--- config.mk ---
export PLATFORM = sky130hd
export DESIGN_NAME = cart_window_decoder
export DESIGN_NICKNAME = d
export VERILOG_FILES = /design/src/rtl/cwd_pkg.sv /design/src/rtl/cwd_bank_decode.sv /design/src/rtl/cwd_io_word.sv /design/src/rtl/cwd_audio_regs.sv /design/src/rtl/cart_window_decoder.sv
export SDC_FILE = /design/constraint.sdc
export NUM_CORES = 2
export LEC_CHECK = 0
export ABC_AREA = 1
export BUFFER_PORTS_ARGS = -buffer_cell sky130_fd_sc_hd__buf_4
export CAP_MARGIN = 15
export CORE_UTILIZATION = 40
export DETAILED_ROUTE_END_ITERATION = 10
export PLACE_DENSITY = 0.61
export SLEW_MARGIN = 20
export SYNTH_ARGS = -nofsm -noshare
export SYNTH_HDL_FRONTEND = slang
export SYNTH_SLANG_ARGS = --single-unit
--- constraint.sdc ---
create_clock -name clk -period 3.9 [get_ports clk]
set_clock_uncertainty 0.2 [all_clocks]
set_input_delay 0.195 -clock clk [delete_from_list [all_inputs] [get_ports clk]]
set_output_delay 0.195 -clock clk [all_outputs]
set_load 0.02 [all_outputs]
--- src/rtl/cwd_pkg.sv ---
package cwd_pkg;
    localparam int BANK_W = 4;
    localparam int HALF_W = 16;

    localparam logic [BANK_W-1:0] BANK_IO  = 4'h4;
    localparam logic [BANK_W-1:0] BANK_AUD = 4'h5;
    localparam logic [BANK_W-1:0] BANK_VID = 4'h7;

    typedef enum logic [1:0] {
        SZ_BYTE = 2'd0,
        SZ_WORD = 2'd1,
        SZ_LONG = 2'd2
    } acc_size_e;

    typedef enum logic [1:0] {
        TGT_MEM = 2'd0,
        TGT_IO  = 2'd1,
        TGT_AUD = 2'd2,
        TGT_VID = 2'd3
    } target_e;

    typedef enum logic [1:0] {
        ST_IDLE  = 2'd0,
        ST_ISSUE = 2'd1,
        ST_WAIT  = 2'd2,
        ST_ACK   = 2'd3
    } seq_state_e;
endpackage

--- src/rtl/cwd_bank_decode.sv ---
module cwd_bank_decode
    import cwd_pkg::*;
#(
    parameter int WIN_AW   = 20,
    parameter int ROM_END  = 'h40000,
    parameter int RAM_BASE = 'h80000
) (
    input  logic [WIN_AW-1:0] off,
    output target_e           tgt,
    output logic              rd_ok,
    output logic              wr_ok
);
    localparam logic [WIN_AW-1:0] ROM_END_V  = WIN_AW'(ROM_END);
    localparam logic [WIN_AW-1:0] RAM_BASE_V = WIN_AW'(RAM_BASE);

    logic [BANK_W-1:0] bank;
    assign bank = off[WIN_AW-1 -: BANK_W];

    // bank code picks the target
    always_comb begin
        case (bank)
            BANK_IO:  tgt = TGT_IO;
            BANK_AUD: tgt = TGT_AUD;
            BANK_VID: tgt = TGT_VID;
            default:  tgt = TGT_MEM;
        endcase
    end

    // readable outside the gap; R5: writable only in RAM
    assign rd_ok = (off < ROM_END_V) || (off >= RAM_BASE_V);
    assign wr_ok = (off >= RAM_BASE_V);
endmodule

--- src/rtl/cwd_io_word.sv ---
module cwd_io_word
    import cwd_pkg::*;
#(
    parameter int FLAG_LO = 14
) (
    input  logic              clk,
    input  logic              rst,
    input  logic              access,
    input  logic              we,
    input  logic              word,
    input  logic              at_reg,
    input  logic [HALF_W-1:0] wdata,
    input  logic              aud_pend,
    input  logic              vid_irq,
    output logic [HALF_W-1:0] rdata
);
    typedef struct packed {
        logic [FLAG_LO-1:0] store;
    } io_t;

    io_t s_d, s_q;
    logic hit;

    assign hit = word && at_reg;

    always_comb begin
        s_d = s_q;
        if (access && we && hit) begin
            s_d.store = wdata[FLAG_LO-1:0];
        end
    end

    always_ff @(posedge clk) begin
        if (rst) s_q <= '0;
        else     s_q <= s_d;
    end

    // two flag bits over the stored low bits
    always_comb begin
        if (hit) rdata = {vid_irq, aud_pend, s_q.store};
        else     rdata = '0;
    end

    p_io_ignore_r7: assert property (@(posedge clk) disable iff (rst)
        (access && we && !(word && at_reg)) |=> $stable(s_q.store));

    p_io_store_r8: assert property (@(posedge clk) disable iff (rst)
        (access && we && word && at_reg) |=> (s_q.store == $past(wdata[FLAG_LO-1:0])));
endmodule

--- src/rtl/cwd_audio_regs.sv ---
module cwd_audio_regs
    import cwd_pkg::*;
#(
    parameter int NREG    = 32,
    parameter int MASK_A  = 4,
    parameter int MASK_B  = 5,
    localparam int IDX_W  = $clog2(NREG)
) (
    input  logic              clk,
    input  logic              rst,
    input  logic              access,
    input  logic              we,
    input  logic              word,
    input  logic [IDX_W-1:0]  idx,
    input  logic [HALF_W-1:0] wdata,
    input  logic [HALF_W-1:0] evt_a,
    input  logic [HALF_W-1:0] evt_b,
    output logic [HALF_W-1:0] rdata,
    output logic              pending
);
    localparam logic [IDX_W-1:0] IDX_A = IDX_W'(MASK_A);
    localparam logic [IDX_W-1:0] IDX_B = IDX_W'(MASK_B);

    typedef struct packed {
        logic [NREG-1:0][HALF_W-1:0] regs;
        logic [HALF_W-1:0]           mask_a;
        logic [HALF_W-1:0]           mask_b;
        logic [HALF_W-1:0]           stat_a;
        logic [HALF_W-1:0]           stat_b;
    } aud_t;

    aud_t s_d, s_q;
    logic wr;

    assign wr = access && we && word;

    always_comb begin
        s_d = s_q;
        // sticky status bits
        s_d.stat_a = s_q.stat_a | evt_a;
        s_d.stat_b = s_q.stat_b | evt_b;
        if (wr) begin
            if (idx == IDX_A)      s_d.mask_a = wdata;
            else if (idx == IDX_B) s_d.mask_b = wdata;
            else                   s_d.regs[idx] = wdata;
        end
    end

    always_ff @(posedge clk) begin
        if (rst) s_q <= '0;
        else     s_q <= s_d;
    end

    always_comb begin
        if (!word)             rdata = '0;
        else if (idx == IDX_A) rdata = s_q.stat_a;
        else if (idx == IDX_B) rdata = s_q.stat_b;
        else                   rdata = s_q.regs[idx];
    end

    assign pending = |(s_q.stat_a & s_q.mask_a) || |(s_q.stat_b & s_q.mask_b);

    p_mask_a_write_r10: assert property (@(posedge clk) disable iff (rst)
        (wr && idx == IDX_A) |=> (s_q.mask_a == $past(wdata)));

    p_status_sticky_r10: assert property (@(posedge clk) disable iff (rst)
        1'b1 |=> ((s_q.stat_a & $past(s_q.stat_a)) == $past(s_q.stat_a)));

    p_byte_no_write_r11: assert property (@(posedge clk) disable iff (rst)
        (access && we && !word) |=> ($stable(s_q.regs) && $stable(s_q.mask_a)
                                     && $stable(s_q.mask_b)));
endmodule

--- src/rtl/cart_window_decoder.sv ---
module cart_window_decoder
    import cwd_pkg::*;
#(
    parameter int                 ADDR_W   = 32,
    parameter logic [ADDR_W-1:0]  WIN_BASE = 'h200000,
    parameter int                 WIN_AW   = 20,
    parameter int                 ROM_END  = 'h40000,
    parameter int                 RAM_BASE = 'h80000,
    parameter int                 AUD_REGS = 32
) (
    input  logic              clk,
    input  logic              rst,
    input  logic              host_req,
    input  logic              host_we,
    input  logic [1:0]        host_size,
    input  logic [ADDR_W-1:0] host_addr,
    input  logic [31:0]       host_wdata,
    output logic              host_ack,
    output logic [31:0]       host_rdata,
    output logic              mem_en,
    output logic              mem_we,
    output logic [WIN_AW-2:0] mem_addr,
    output logic [1:0]        mem_be,
    output logic [15:0]       mem_wdata,
    input  logic [15:0]       mem_rdata,
    input  logic [15:0]       aud_evt_a,
    input  logic [15:0]       aud_evt_b,
    input  logic              vid_irq
);
    localparam int AUD_IDX_W  = $clog2(AUD_REGS);
    localparam int BANK_OFF_W = WIN_AW - BANK_W;
    localparam logic [WIN_AW-2:0] RAM_WADDR = (WIN_AW-1)'(RAM_BASE >> 1);
    localparam logic [WIN_AW-2:0] GAP_WLO   = (WIN_AW-1)'(ROM_END >> 1);

    typedef struct packed {
        seq_state_e        st;
        logic              phase;
        logic              we;
        acc_size_e         sz;
        logic [WIN_AW-1:0] off;
        logic [31:0]       wdata;
        logic [31:0]       rdata;
        target_e           tgt;
        logic              lane;
        logic              rd_ok;
        logic [HALF_W-1:0] regval;
    } seq_t;

    seq_t s_d, s_q;

    // relative offset, wrapped to the window
    logic [ADDR_W-1:0] rel;
    logic [WIN_AW-1:0] host_off;
    logic              unused_hi_bits;
    assign rel            = host_addr - WIN_BASE;
    assign host_off       = rel[WIN_AW-1:0];
    assign unused_hi_bits = ^rel[ADDR_W-1:WIN_AW];

    logic [WIN_AW-1:0] sub_off;
    assign sub_off = s_q.off + (s_q.phase ? WIN_AW'(2) : WIN_AW'(0));

    target_e dec_tgt;
    logic    dec_rd_ok, dec_wr_ok;

    cwd_bank_decode #(
        .WIN_AW   (WIN_AW),
        .ROM_END  (ROM_END),
        .RAM_BASE (RAM_BASE)
    ) u_decode (
        .off   (sub_off),
        .tgt   (dec_tgt),
        .rd_ok (dec_rd_ok),
        .wr_ok (dec_wr_ok)
    );

    logic              issuing, is_word;
    logic [HALF_W-1:0] wr_half;

    assign issuing = (s_q.st == ST_ISSUE);
    assign is_word = (s_q.sz != SZ_BYTE);

    // long supplies the high half first
    always_comb begin
        case (s_q.sz)
            SZ_LONG: wr_half = s_q.phase ? s_q.wdata[15:0] : s_q.wdata[31:16];
            SZ_WORD: wr_half = s_q.wdata[15:0];
            default: wr_half = {2{s_q.wdata[7:0]}};
        endcase
    end

    logic [HALF_W-1:0] io_rd, aud_rd;
    logic              aud_pend;

    cwd_io_word u_io (
        .clk      (clk),
        .rst      (rst),
        .access   (issuing && dec_tgt == TGT_IO),
        .we       (s_q.we),
        .word     (is_word),
        .at_reg   (sub_off[BANK_OFF_W-1:0] == '0),
        .wdata    (wr_half),
        .aud_pend (aud_pend),
        .vid_irq  (vid_irq),
        .rdata    (io_rd)
    );

    cwd_audio_regs #(
        .NREG (AUD_REGS)
    ) u_audio (
        .clk     (clk),
        .rst     (rst),
        .access  (issuing && dec_tgt == TGT_AUD),
        .we      (s_q.we),
        .word    (is_word),
        .idx     (sub_off[AUD_IDX_W:1]),
        .wdata   (wr_half),
        .evt_a   (aud_evt_a),
        .evt_b   (aud_evt_b),
        .rdata   (aud_rd),
        .pending (aud_pend)
    );

    logic [HALF_W-1:0] reg_rd;
    always_comb begin
        case (dec_tgt)
            TGT_IO:  reg_rd = io_rd;
            TGT_AUD: reg_rd = aud_rd;
            default: reg_rd = '0;      // video window reads zero
        endcase
    end

    // big-endian byte lane
    logic [HALF_W-1:0] mem_val, cap_val;
    always_comb begin
        if (is_word)     mem_val = mem_rdata;
        else if (s_q.lane) mem_val = {8'h00, mem_rdata[7:0]};
        else             mem_val = {8'h00, mem_rdata[15:8]};
    end

    always_comb begin
        if (s_q.tgt == TGT_MEM) cap_val = s_q.rd_ok ? mem_val : '0;
        else                    cap_val = s_q.regval;
    end

    always_comb begin
        s_d = s_q;
        case (s_q.st)
            ST_IDLE: begin
                if (host_req) begin
                    s_d.st    = ST_ISSUE;
                    s_d.phase = 1'b0;
                    s_d.we    = host_we;
                    s_d.sz    = (host_size == 2'd2) ? SZ_LONG :
                                (host_size == 2'd0) ? SZ_BYTE : SZ_WORD;
                    s_d.off   = host_off;
                    s_d.wdata = host_wdata;
                    s_d.rdata = '0;
                end
            end
            ST_ISSUE: begin
                s_d.tgt    = dec_tgt;
                s_d.lane   = sub_off[0];
                s_d.rd_ok  = dec_rd_ok;
                s_d.regval = reg_rd;
                s_d.st     = ST_WAIT;
            end
            ST_WAIT: begin
                if (!s_q.we) begin
                    case (s_q.sz)
                        SZ_LONG: begin
                            if (s_q.phase) s_d.rdata[15:0]  = cap_val;
                            else           s_d.rdata[31:16] = cap_val;
                        end
                        SZ_WORD: s_d.rdata = {16'h0000, cap_val};
                        default: s_d.rdata = {24'h000000, cap_val[7:0]};
                    endcase
                end
                if (s_q.sz == SZ_LONG && !s_q.phase) begin
                    s_d.phase = 1'b1;
                    s_d.st    = ST_ISSUE;
                end else begin
                    s_d.st = ST_ACK;
                end
            end
            default: s_d.st = ST_IDLE;
        endcase
    end

    always_ff @(posedge clk) begin
        if (rst) s_q <= '0;
        else     s_q <= s_d;
    end

    // memory port drive
    assign mem_en    = issuing && dec_tgt == TGT_MEM && (s_q.we ? dec_wr_ok : dec_rd_ok);
    assign mem_we    = issuing && dec_tgt == TGT_MEM && s_q.we && dec_wr_ok;
    assign mem_addr  = sub_off[WIN_AW-1:1];
    assign mem_be    = is_word ? 2'b11 : (sub_off[0] ? 2'b01 : 2'b10);
    assign mem_wdata = wr_half;

    assign host_ack   = (s_q.st == ST_ACK);
    assign host_rdata = s_q.rdata;

    p_ack_single_r12: assert property (@(posedge clk) disable iff (rst)
        host_ack |=> !host_ack);

    p_accept_r12: assert property (@(posedge clk) disable iff (rst)
        (s_q.st == ST_IDLE && host_req) |=> (s_q.st == ST_ISSUE && !s_q.phase));

    p_mem_write_ram_r5: assert property (@(posedge clk) disable iff (rst)
        mem_we |-> (mem_en && mem_addr >= RAM_WADDR));

    p_gap_quiet_r4: assert property (@(posedge clk) disable iff (rst)
        mem_en |-> !(mem_addr >= GAP_WLO && mem_addr < RAM_WADDR));

    p_long_hi_first_r6: assert property (@(posedge clk) disable iff (rst)
        (s_q.st == ST_WAIT && s_q.sz == SZ_LONG && !s_q.phase)
            |=> (s_q.st == ST_ISSUE && s_q.phase));
endmodule

# == Word level (Yosys, flattened, before mapping) ==
# Cells that the tools add are included.
# classes
n_addsub,2
multipliers,0
n_div,0
magnitude_cmp,4
eq_ne,18
shifts,0
mux,33
bitwise,6
n_reduce_logical,32
# ops
operator,n
$bwmux 512,1
$mux 16,12
$pmux 32 s2,2
$mux 90,1
$bmux 16 s5,1
$demux 16 s5,1
$pmux 16 s2,2
$and 16x16->16,2
$mux 32,1
$or 16x16->16,2
$reduce_or 16->1,2
$add 20x2->20,1
$ge 20x20->1 const B,1
$lt 20x19->1 const B,1
$sub 20x1->20 const B,1
$logic_not 16->1,1
$logic_and 1x1->1,13
$eq 4x3->1 const B,3
$pmux 2 s3,2
$eq 2x2->1 const B,5
$eq 5x3->1 const B,2
$mux 2,5
$reduce_and 3->1,3
$logic_not 2->1,4
other kinds (14),26
# word_totals
reg_bits,700
latch_bits,0
ram_bits,0
rom_bits,0
in_bits,119
word_cells,144
mem_count,0

# == Logic depth before layout (Yosys ltp) ==
# logic_depth
ltp_word,9
depth_mapped,24
ltp_nobuf,23

# == Hierarchy ==
# From an unflattened synthesis, not the netlist that was laid out.
# hier_totals
hier_cells,5037
hier_area_um2,32551.2
# by_module_without_submodules
module,instances,cells_per_inst,area_per_inst_um2,seq_area_each_um2
cwd_audio_regs,1,4110,26305.2,11531.1
cart_window_decoder,1,791,5455.2,2202.1
cwd_io_word,1,124,740.7,280.3
cwd_bank_decode,1,12,50.0,0.0

# == Worst setup path after synthesis ==
# No wires, ideal clock.
# synth_path
kind,flip-flop to flip-flop
startpoint,reg s_q[107] (netlist name)
endpoint,reg u_audio.s_q[125] (netlist name)
setup_time_ps,133
arrival_ps,3409
required_ps,3567
path_slack_ps,158
path_stages_with_launch,24
path_buffers,1
path_cell_list,dfxtp_1 > ha_1 > inv_1 > nor2_4 > nand3_2 > inv_1 > nand3_1 > inv_1 > nand3_1 > nor2_1 > xor2_1 > inv_1 > nor2_1 > nand2_1 > inv_1 > ha_1 > nand2_1 > nor2_2 > inv_2 > nor2_1 > inv_2 > nor2_1 > clkbuf_1 > a21oi_1
# synth_between
elab_chain_cells,9
# synth_rtl
item,line,rtl
from (decl),cart_window_decoder.sv:49,"seq_t s_d, s_q;"
from (signal assigned),cart_window_decoder.sv:190,if (rst) s_q <= '0;
from (signal assigned),cart_window_decoder.sv:191,else s_q <= s_d;
$mux 2 (*),cart_window_decoder.sv:60,assign sub_off = s_q.off + (s_q.phase ? WIN_AW'(2) : WIN_AW'(0));
$add 20x2->20 (*),cart_window_decoder.sv:60,
via mem_addr[17],cart_window_decoder.sv:22,"output logic [WIN_AW-2:0] mem_addr,"
$eq 4x3->1,cwd_bank_decode.sv:21,case (bank)
$pmux 2 s3 (*),cwd_bank_decode.sv:21,
via dec_tgt[1],cart_window_decoder.sv:62,target_e dec_tgt;
$eq 2x2->1 (*),cart_window_decoder.sv:112,".access (issuing && dec_tgt == TGT_AUD),"
$logic_and 1x1->1 (*),cart_window_decoder.sv:112,
$logic_and 1x1->1 (*) (2 in series),cwd_audio_regs.sv:35,assign wr = access && we && word;
$reduce_and 3->1 (no line) (*),n/a,
to (signal assigned),cwd_audio_regs.sv:50,if (rst) s_q <= '0;
to (signal assigned),cwd_audio_regs.sv:51,else s_q <= s_d;
to (decl),cwd_audio_regs.sv:32,"aud_t s_d, s_q;"
# The timed path passes the listed nets; every way through them passes the cells marked *.
# A chain may end at the register's enable or synchronous reset.

# == Worst setup path after layout ==
# layout_path
startpoint,reg s_q[85] (netlist name)
endpoint,reg s_q[11] (netlist name)
# layout_between
elab_chain_cells,7
# layout_rtl
item,line,rtl
$add 20x2->20 (*),cart_window_decoder.sv:60,
$bmux 16 s5,cwd_audio_regs.sv:58,else rdata = s_q.regs[idx];
$mux 16 (implied by the code),cwd_audio_regs.sv:58,
$mux 16,cwd_audio_regs.sv:57,else if (idx == IDX_B) rdata = s_q.stat_b;
$mux 16,cwd_audio_regs.sv:56,else if (idx == IDX_A) rdata = s_q.stat_a;
$mux 16,cwd_audio_regs.sv:55,if (!word) rdata = '0;
$pmux 16 s2 (*),cart_window_decoder.sv:125,case (dec_tgt)
# Every way passes the cells marked *; elsewhere a longest branch is shown, timed or not. The select of a mux whose other input is x is not followed.

==> out/qor.txt <==
Initial Util: 0.4077
Design Area, Final: 35910 um2
Fmax: 271.8 MHz
Status: finished, final reports clean
Adder-Cell Fraction of Synth Area: 0.003411
Filler Cell Count: 6831
Fin cells: 5113
Multiplexer share of the synthesized area: 0
Die area: 74440 um2
Routed wire length per instance: 20.02 um
Width of the die: 272.8 um
Total GRT Usage: 0.2667
Post-synthesis average cell area: 7.507 um2
Top-area cell type share of the netlist area: 0.4701
Final weighted congestion in routability-driven placement: 0.8818
1st-iter DRT viols: 2746
VDD IR max: 0.3198 mV
Ys Warns: 0
Final core occ: 0.4989
DR pass1 iterations: 6
Dpl cells: 4855
CTS root buffer: clkbuf_16
DR DRC count: 0
Fraction of registers with async set/reset: 0
Crit-path max FO: 10
Max Cap Viol: 0
HPWL after detailed placement: 65300 um
Clock share of power: 0.418
Switch share: 0.2873
Compound-Gate Fraction of Synth Area: 0.2634
Flop pwr share: 0.417
Final Max Tran Viols: 0
Hold/Removal Path Class: in -> reg
Int Pwr: 0.01235 W
Cells after Synth: 3909
Final nets: 4231
Clock transition at path regs: 60 ps
Largest net degree at the start of global routing: 127
Synthesized area: 29340 um2
Leak pwr: 14.62 nW
Ys flop type: dfxtp_1
Area contributors post-synth: dfxtp_1, o21ai_0, a21oi_1, nand2_1, nor2_1
Max-slew headroom: 0.1336
Mapped Nets: 4036
Post-DRT Antenna Nets: 0
Overflow after GRT: 0
Area after DPL: 32070 um2
Final hold vios: 0
Num CTS Buffers: 76
Most frequent cells in the layout: dfxtp_1, o21ai_0, a21oi_1, nand2_1, nor2_1
Setup violators final: 0
Most common cell after layout, fill and taps aside: dfxtp_1
Vias per inst: 5.457
Power Density: 482.5 nW/um2
TritonCTS clock tree: done
Area grow syn2layout: 22.37%
Yosys cell types: 45
Clk_lat worst skew: 620 ps
Post-synthesis simple-gate area fraction: 0.1729
Critical path type: reg -> reg
Die Ht: 272.8 um
CP Capture Type: flip-flop
Crit path required time: 4170 ps
Reg2Reg Depth: 15
Vias in the first global route: 25535
Comb power frac: 0.165
First-pass GRT wire length: 155200 um
Post-synth top area cell: dfxtp_1
Proportion of layout cells with a drive suffix above 1: 0.1622
Register area: 13800 um2
CTS H-tree depth: 3
Hold Path Cell Cnt: 5
Period utilization: 0.9435
Worst-Margin Slew: 1295 ps
Port bufs: 178
Detailed Route WL: 102400 um
Total number of vias: 27900
Row Count: 98
Clk buf depth: 3
I/O pins: 191
Synth Area in XOR/XNOR: 0.003283
Area occupied by multi-input gates: 13210 um2
Worst endpoint data arrival time: 3950 ps
Startpoint types: flip-flop
Min Clock Period, post-route: 3680 ps
Initial antenna violation count: 2
Main combinational cell family by area after synthesis: compound AO/OA/AOI/OAI gates
Clk sinks: 689
EDFF count, synth: 0
Worst hold slack: 41.06 ps
Net Switching: 0.004978 W
Core area: 71980 um2
Seq/Total Area, Yosys: 0.4701
Seq cells post-synth: 689
-- metal layers --
metal	up-vias	GRT usage	share of wire
li1	13550	-	-
met1	13104	0.3792	0.45
met2	1090	0.4134	0.44
met3	154	0.03585	0.069
met4	2	0.08930	0.032
met5	-	0	0.00011
-- cell families (layout without fill, tap and decap cells) --
family / after synthesis / in the layout
AO/OA/AOI/OAI: 1433 / 1433
XOR/XNOR: 11 / 11
adder cells (fa/ha/maj): 8 / 8
buffers and inverters: 596 / 849
flip-flops: 689 / 689
other: 0 / 1
AND/OR/NAND/NOR: 1172 / 1172
-- power groups by stage --
stage	Sequential (W)	Clock [W]	Combinational [W]
6_report	0.00722	0.00724	0.00286
5_1_grt	0.00723	0.00763	0.00302
4_1_cts	0.00722	0.00734	0.00280
3_5_place_dp	0.00738	0	0.00269
3_3_place_gp	0.00738	0	0.00268
2_1_floorplan	0.00734	0	0.00151
-- final cells by class --
class                   instances  share of cell area
flip-flops and latches        689              0.3842
multi-input cells            2624              0.3678
repair buffers                462              0.1185
clock buffers                 108             0.06081
well taps                     950             0.03310
inverters                     251             0.02690
clock inverters                28            0.008607
diodes                          1          0.00006969
-- critical path, cell delays in order (launching register included) --
cell and delay (ps):
dfxtp_2 330, ha_4 160, ha_1 380, buf_12 200, nor2_1 980, nand2_1 110
o2111ai_1 200, nand2_1 160, nand2_1 100, nor2_1 70, nand2_1 170, nand2_1 80
nand2_1 150, nand2_1 90, nand2_1 80, a21oi_1 60
-- registers in the layout, indices dropped and copies added (netlist names) --
register and count:
s_q 78, u_audio.s_q 565, host_rdata 32, u_io.s_q 14
-- metrics by stage --
step / total power (W) / setup WS [ps] / TNS (ps)
after floorplan: 0.008850 / 158.4 / 0
after global placement: 0.01006 / 133.3 / 0
after detailed placement: 0.01006 / 55.76 / 0
after CTS: 0.01736 / 22.64 / 0
after global routing: 0.01789 / -16.80 / -65.98
final: 0.01732 / 220.5 / 0
-- worst paths after layout --
kind | start | slack [ps] | end
max | s_q[85] | 220 | s_q[11]
min | mem_rdata[4] | 40 | host_rdata[20]
max reg2reg | s_q[85] | 220 | s_q[11]
min reg2reg | u_audio.s_q[138] | 220 | u_audio.s_q[138]
-- what timing repair did --
action	in CTS	in global routing
hold buffers	114	0
setup buffers	0	5
gates resized for setup	1	28
gates cloned	0	2
pin swaps	0	6
setup endpoints to repair	1	447
endpoints found under the hold margin	138	0
-- synth_stat cells, types with 26 or more instances --
cell	instances
inv_1	222
inv_2	26
clkbuf_1	182
o21ai_0	621
nor2_1	361
buf_2	105
nand3_1	53
o22ai_1	118
nand2_1	576
nor2_2	27
nand4_1	30
dfxtp_1	689
a21oi_1	578
or2_2	75
buf_4	41
o2111ai_1	29
(Power assumes the default switching activity.)
